**config.mk**
```make
export PLATFORM = sky130hd
export DESIGN_NAME = cfg_update_seq
export DESIGN_NICKNAME = d
export VERILOG_FILES = /design/src/rtl/cfg_update_pkg.sv /design/src/rtl/cfg_settle_timer.sv /design/src/rtl/cfg_access_track.sv /design/src/rtl/cfg_update_seq.sv
export SDC_FILE = /design/constraint.sdc
export NUM_CORES = 1
export LEC_CHECK = 0
export ABC_AREA = 1
export BUFFER_PORTS_ARGS = -buffer_cell sky130_fd_sc_hd__buf_2
export CAP_MARGIN = 20
export CORE_MARGIN = 5
export CORE_UTILIZATION = 48
export DETAILED_ROUTE_END_ITERATION = 8
export PLACE_DENSITY_LB_ADDON = 0.2
export SKIP_CTS_REPAIR_TIMING = 1
export SYNTH_ARGS = -nofsm -noshare
export SYNTH_HDL_FRONTEND = slang
export SYNTH_SLANG_ARGS = --single-unit
```
**constraint.sdc**
```tcl
create_clock -name clk -period 2.05 [get_ports clk]
set_input_delay 0.5125 -clock clk [delete_from_list [all_inputs] [get_ports clk]]
set_output_delay 0.5125 -clock clk [all_outputs]
set_load 0.02 [all_outputs]
```
**src/rtl/cfg_update_pkg.sv**
```systemverilog
package cfg_update_pkg;
  typedef enum logic [4:0] {
    ST_BOOT   = 5'b00000,
    ST_SETTLE = 5'b00001,
    ST_READ   = 5'b00010,
    ST_EVAL   = 5'b00011,
    ST_W_ADDR = 5'b00100,
    ST_GAP0   = 5'b00101,
    ST_W_WDT  = 5'b00110,
    ST_GAP1   = 5'b00111,
    ST_W_WDEN = 5'b01000,
    ST_GAP2   = 5'b01001,
    ST_W_ANF  = 5'b01010,
    ST_GAP3   = 5'b01011,
    ST_PULSE  = 5'b01100,
    ST_DONE   = 5'b01101,
    ST_IDLE   = 5'b11111
  } seq_state_t;

  localparam logic [2:0] SEL_TRIG = 3'b000;
  localparam logic [2:0] SEL_WDT  = 3'b010;
  localparam logic [2:0] SEL_WDEN = 3'b011;
  localparam logic [2:0] SEL_ADDR = 3'b100;
  localparam logic [2:0] SEL_ANF  = 3'b101;
  localparam int unsigned TRIG_W = 5;
endpackage

```
**src/rtl/cfg_settle_timer.sv**
```systemverilog
module cfg_settle_timer #(
  parameter int unsigned DELAY_CYCLES = 50000
) (
  input  logic clk,
  input  logic srst_n,
  input  logic clr,
  input  logic run,
  output logic expired
);
  localparam int unsigned CW = $clog2(DELAY_CYCLES + 1);
  localparam logic [CW-1:0] LAST = CW'(DELAY_CYCLES - 1);

  logic [CW-1:0] cnt_q, cnt_d;
  logic          cnt_en;

  assign expired = (cnt_q == LAST);
  assign cnt_en  = clr | (run & ~expired);

  always_comb begin
    cnt_d = cnt_q;
    if (clr)         cnt_d = '0;
    else if (cnt_en) cnt_d = cnt_q + 1'b1;
  end

  always_ff @(posedge clk or negedge srst_n) begin
    if (!srst_n)     cnt_q <= '0;
    else if (cnt_en) cnt_q <= cnt_d;
  end
endmodule

```
**src/rtl/cfg_access_track.sv**
```systemverilog
module cfg_access_track (
  input  logic clk,
  input  logic srst_n,
  input  logic active,
  input  logic busy,
  output logic done
);
  logic seen_q, seen_d, seen_en;

  assign done    = active & seen_q & ~busy;
  assign seen_en = ~active | busy;

  always_comb begin
    seen_d = seen_q;
    if (!active)   seen_d = 1'b0;
    else if (busy) seen_d = 1'b1;
  end

  always_ff @(posedge clk or negedge srst_n) begin
    if (!srst_n)      seen_q <= 1'b0;
    else if (seen_en) seen_q <= seen_d;
  end
endmodule

```
**src/rtl/cfg_update_seq.sv**
```systemverilog
module cfg_update_seq
  import cfg_update_pkg::*;
#(
  parameter int unsigned DW           = 32,
  parameter int unsigned DELAY_CYCLES = 50000,
  parameter logic [DW-1:0] BOOT_ADDR  = 32'h0100_0000,
  parameter logic [DW-1:0] WD_TIMEOUT = 32'h0000_0FFF,
  parameter logic [DW-1:0] WD_ENABLE  = 32'h0000_0001
) (
  input  logic          clk,
  input  logic          rst_n,
  input  logic          eng_busy,
  input  logic [DW-1:0] rd_data,
  output logic          rd_strobe,
  output logic          wr_strobe,
  output logic [2:0]    param_sel,
  output logic [DW-1:0] wr_data,
  output logic          reconfig_req,
  output logic [4:0]    stat_trig,
  output logic          stat_reconf,
  output logic          stat_idle,
  output logic [4:0]    seq_state
);
  logic [1:0]  rsync_q;
  logic        srst_n;
  seq_state_t  state_q, state_d;
  logic        acc_active, acc_done, settle_done;
  logic [TRIG_W-1:0] trig_q;
  logic        trig_en, flag_q, flag_en;

  always_ff @(posedge clk or negedge rst_n) begin
    if (!rst_n) rsync_q <= 2'b00;
    else        rsync_q <= {rsync_q[0], 1'b1};
  end
  assign srst_n = rsync_q[1];

  assign rd_strobe  = (state_q == ST_READ);
  assign wr_strobe  = (state_q == ST_W_ADDR) | (state_q == ST_W_WDT) |
                      (state_q == ST_W_WDEN) | (state_q == ST_W_ANF);
  assign acc_active = rd_strobe | wr_strobe;

  cfg_settle_timer #(.DELAY_CYCLES(DELAY_CYCLES)) u_timer (
    .clk(clk), .srst_n(srst_n),
    .clr(state_q == ST_BOOT), .run(state_q == ST_SETTLE),
    .expired(settle_done)
  );

  cfg_access_track u_track (
    .clk(clk), .srst_n(srst_n),
    .active(acc_active), .busy(eng_busy), .done(acc_done)
  );

  always_comb begin
    state_d = state_q;
    unique case (state_q)
      ST_BOOT:   if (!eng_busy)   state_d = ST_SETTLE;
      ST_SETTLE: if (settle_done) state_d = ST_READ;
      ST_READ:   if (acc_done)    state_d = ST_EVAL;
      ST_EVAL:   state_d = (trig_q == '0) ? ST_W_ADDR : ST_IDLE;
      ST_W_ADDR: if (acc_done)    state_d = ST_GAP0;
      ST_GAP0:   state_d = ST_W_WDT;
      ST_W_WDT:  if (acc_done)    state_d = ST_GAP1;
      ST_GAP1:   state_d = ST_W_WDEN;
      ST_W_WDEN: if (acc_done)    state_d = ST_GAP2;
      ST_GAP2:   state_d = ST_W_ANF;
      ST_W_ANF:  if (acc_done)    state_d = ST_GAP3;
      ST_GAP3:   state_d = ST_PULSE;
      ST_PULSE:  state_d = ST_DONE;
      ST_DONE:   state_d = ST_DONE;
      ST_IDLE:   state_d = ST_IDLE;
      default:   state_d = ST_IDLE;
    endcase
  end

  always_ff @(posedge clk or negedge srst_n) begin
    if (!srst_n) state_q <= ST_BOOT;
    else         state_q <= state_d;
  end

  assign trig_en = rd_strobe & acc_done;
  always_ff @(posedge clk or negedge srst_n) begin
    if (!srst_n)      trig_q <= '0;
    else if (trig_en) trig_q <= rd_data[TRIG_W-1:0];
  end

  assign flag_en = (state_q == ST_PULSE);
  always_ff @(posedge clk or negedge srst_n) begin
    if (!srst_n)      flag_q <= 1'b0;
    else if (flag_en) flag_q <= 1'b1;
  end

  always_comb begin
    param_sel = SEL_TRIG;
    wr_data   = '0;
    unique case (state_q)
      ST_W_ADDR: begin param_sel = SEL_ADDR; wr_data = BOOT_ADDR;  end
      ST_W_WDT:  begin param_sel = SEL_WDT;  wr_data = WD_TIMEOUT; end
      ST_W_WDEN: begin param_sel = SEL_WDEN; wr_data = WD_ENABLE;  end
      ST_W_ANF:  begin param_sel = SEL_ANF;  wr_data = DW'(1);     end
      default:   ;
    endcase
  end

  assign reconfig_req = (state_q == ST_PULSE);
  assign stat_trig    = trig_q;
  assign stat_reconf  = flag_q;
  assign stat_idle    = (state_q == ST_IDLE);
  assign seq_state    = state_q;
endmodule

```
==> impl_metrics.ini <==
[critical_path]
cpMostUsedCell = nand2_1
worst-path-buf-inv = 2
cpPeakStageDelay_ps = 430
start_kind = register
cp_max_fo = 5
critPathKind = register to output port
cp.depth = 6
crit_arrival_ps = 1450
r2r_slack_ps = 350
endpoint_kind = output port
critPathSlowestCell = dfrtp_1
crit_chain = inv_2, nand2_1, nor2_1, nand2_1, nand2_2, buf_2
reg2regPathDepth = 9
required_ps = 1540
cpLargestDelayFamily = simple AND/OR/NAND/NOR gates

[floorplanning]
die_y_um = 75.3
rows = 23
core_sq_um = 4060
die_w_um = 75.3
initial_core_util_pct = 50.4
die_area_sq_um = 5670
ios = 85

[timing]
fin_setup_tns_ps = 0
fin_crit_ps = 1960
finalCritPeriodShare_pct = 95.7
fmax_mhz = 510
rsz0062_at_grt = false
setup_viol = 0
drv_slew = 0
skew_ps = 3.02
hold_violations = 0

[clock_network]
path_clk_slew_ps = 60
cts_buffers = 5
clock_sinks = 30
cts_tree = built
cts-htree-levels = 2
clock_path_buffers = 2
clkLatencyLatePin_ps = 280
clockRootBuffer = clkbuf_8

[synth]
synth_cell_type_count = 28
ys_ff_latch = 30
synth_compound_area_share_pct = 6.78
synthAdderAreaFrac_pct = 0.611
synth_top_family_by_area = simple AND/OR/NAND/NOR gates
yosys-mux-area-fraction_pct = 2.93
netlist.area_leader.share_pct = 36.7
syn_inst = 277
synth_area_sq_um = 2050
synth_warnings = 0
syn_avg_cell_area_sq_um = 7.39
synth_area_leaders = dfrtp_1 37%, buf_4 11%, nand2_1 11%
synth_top_cell_by_area = dfrtp_1
synth_xor_area_share_pct = 0
seq_area_frac_synth_pct = 36.7
synth-simple-area-share_pct = 35.1

[global_routing]
antenna_found_initial = 0
grt-ovfl-total = 0
grt_pass1_wl_um = 7470
grt_pass1_vias = 1641
grt_max_degree = 19
track_usage_pct = 17.3

[layout]
area_growth_pct = 11.0
final_cells = 364
layout.cells.most_common_list = 59 x nand2_1, 38 x buf_2, 31 x nor2_1
fillers = 397
fin_nets = 349
final_common_cell = nand2_1
drive_above_1_share_pct = 26.1
multi_input_area_sq_um = 1010
antenna_cells = 0
postLayoutCoreUtil_pct = 56.0
seq_area_sq_um = 751

[pwr]
power.leakage_nw = 1.28
pwr_density_cell_nw_per_um2 = 543
peakVddDrop_v = 0.000520
power_w = 0.00123

[placed_design]
dp_cells = 355
dp_hpwl_um = 3430
place_congestion = 0.867
io_buffers = 38

[detailed_routing]
drc_errors = 0
wl_um = 4480
vias = 1839
avgViaCountPerCell = 5.05
drtIter0Drc = 152
firstDrtPassIters = 4
post_drt_wl_per_cell_um = 12.3
ant_nets = 0

[run]
drv_cap = 0

[min_path]
hold_path_class = register to async pin

[run_status]
outcome = completed
[through the flow]
step / setup WS (ps) / instance area, sq um / hold slack, ps
after detailed placement: 326 / 2150 / 204
after global routing: 1.19 / 2270 / 248
after CTS: 10.7 / 2260 / -7.41
after global placement: 347 / 2150 / 192
final: 87.8 / 2270 / 194
after floorplan: 79.6 / 2110 / 217
[final cells by class]
| cell class | count | area share [%] |
|---|---|---|
| Timing Repair Buffer | 42 | 9.80 |
| Clock inverter | 3 | 1.76 |
| Inverter | 32 | 5.34 |
| Multi-Input combinational cell | 202 | 44.3 |
| Tap cell | 50 | 2.75 |
| Sequential cell | 30 | 33.0 |
| Clock buffer | 5 | 3.03 |
[cells in the mapped netlist]
master and n:
a21oi_1 4, a21oi_2 1, a31oi_1 1, buf_4 30
buf_6 1, clkinv_2 1, conb_1 2, dfrtp_1 30
ha_1 1, inv_1 22, inv_2 9, mux2_4 4
nand2_1 59, nand2_2 4, nand2_4 3, nand3_1 21
nand4_1 18, nor2_1 31, nor2_2 4, nor2_4 2
nor3_1 7, nor3_2 1, o2111ai_1 1, o21a_1 1
o21ai_0 7, o21ai_1 9, o21bai_1 1, or2_2 2
[registers in the layout, summed over array words and instances, names as in the netlist]
| register | count |
|---|---|
| u_timer.cnt_q | 16 |
| seq_state | 5 |
| stat_trig | 5 |
| rsync_q | 2 |
| stat_reconf | 1 |
| u_track.seen_q | 1 |
[cells by family (layout without fill, tap and decap cells)]
family                     Yosys count  after routing
DFF                                 30             30
adders and majority gates            1              1
other                                2             20
muxes                                4              4
buffers and inverters               63             82
and+or+nand+nor                    152            152
AOI/OAI and AO/OA                   25             25
[power breakdown]
| part | switching, W | internal (W) |
|---|---|---|
| combinational | 0.0000416 | 0.00000746 |
| sequential | 0.00000462 | 0.000594 |
| clock | 0.000228 | 0.000357 |
[routing by layer]
| layer | GRT usage (%) | routed length [um] | vias up |
|---|---|---|---|
| li1 | - | - | 931 |
| met1 | 24.0 | 2020 | 823 |
| met2 | 27.2 | 1970 | 76 |
| met3 | 2.77 | 404 | 9 |
| met4 | 6.80 | 80 | 0 |
| met5 | 0 | 0 | - |
[path summary, 6_finish.rpt]
check / to / start
min in group clk: rsync_q[1] / rsync_q[0]
hold / removal: stat_trig[3] / rsync_q[1]
setup reg to reg: u_timer.cnt_q[6] / u_timer.cnt_q[0]
max in group asynchronous: u_timer.cnt_q[6] / rsync_q[1]
setup / recovery: wr_data[0] / seq_state[4]
hold reg to reg: stat_trig[3] / rsync_q[1]
[worst register-to-register path, cell delays in order (launching register included)]
cell     delay (ps)
dfrtp_1         480
ha_1            290
nand4_1         120
nor2_1          130
nand2_1         100
nand2_4         130
nand2_4         130
inv_2           130
nand2_1          50
o21ai_1          70
Power figures use the tool's default switching activity.
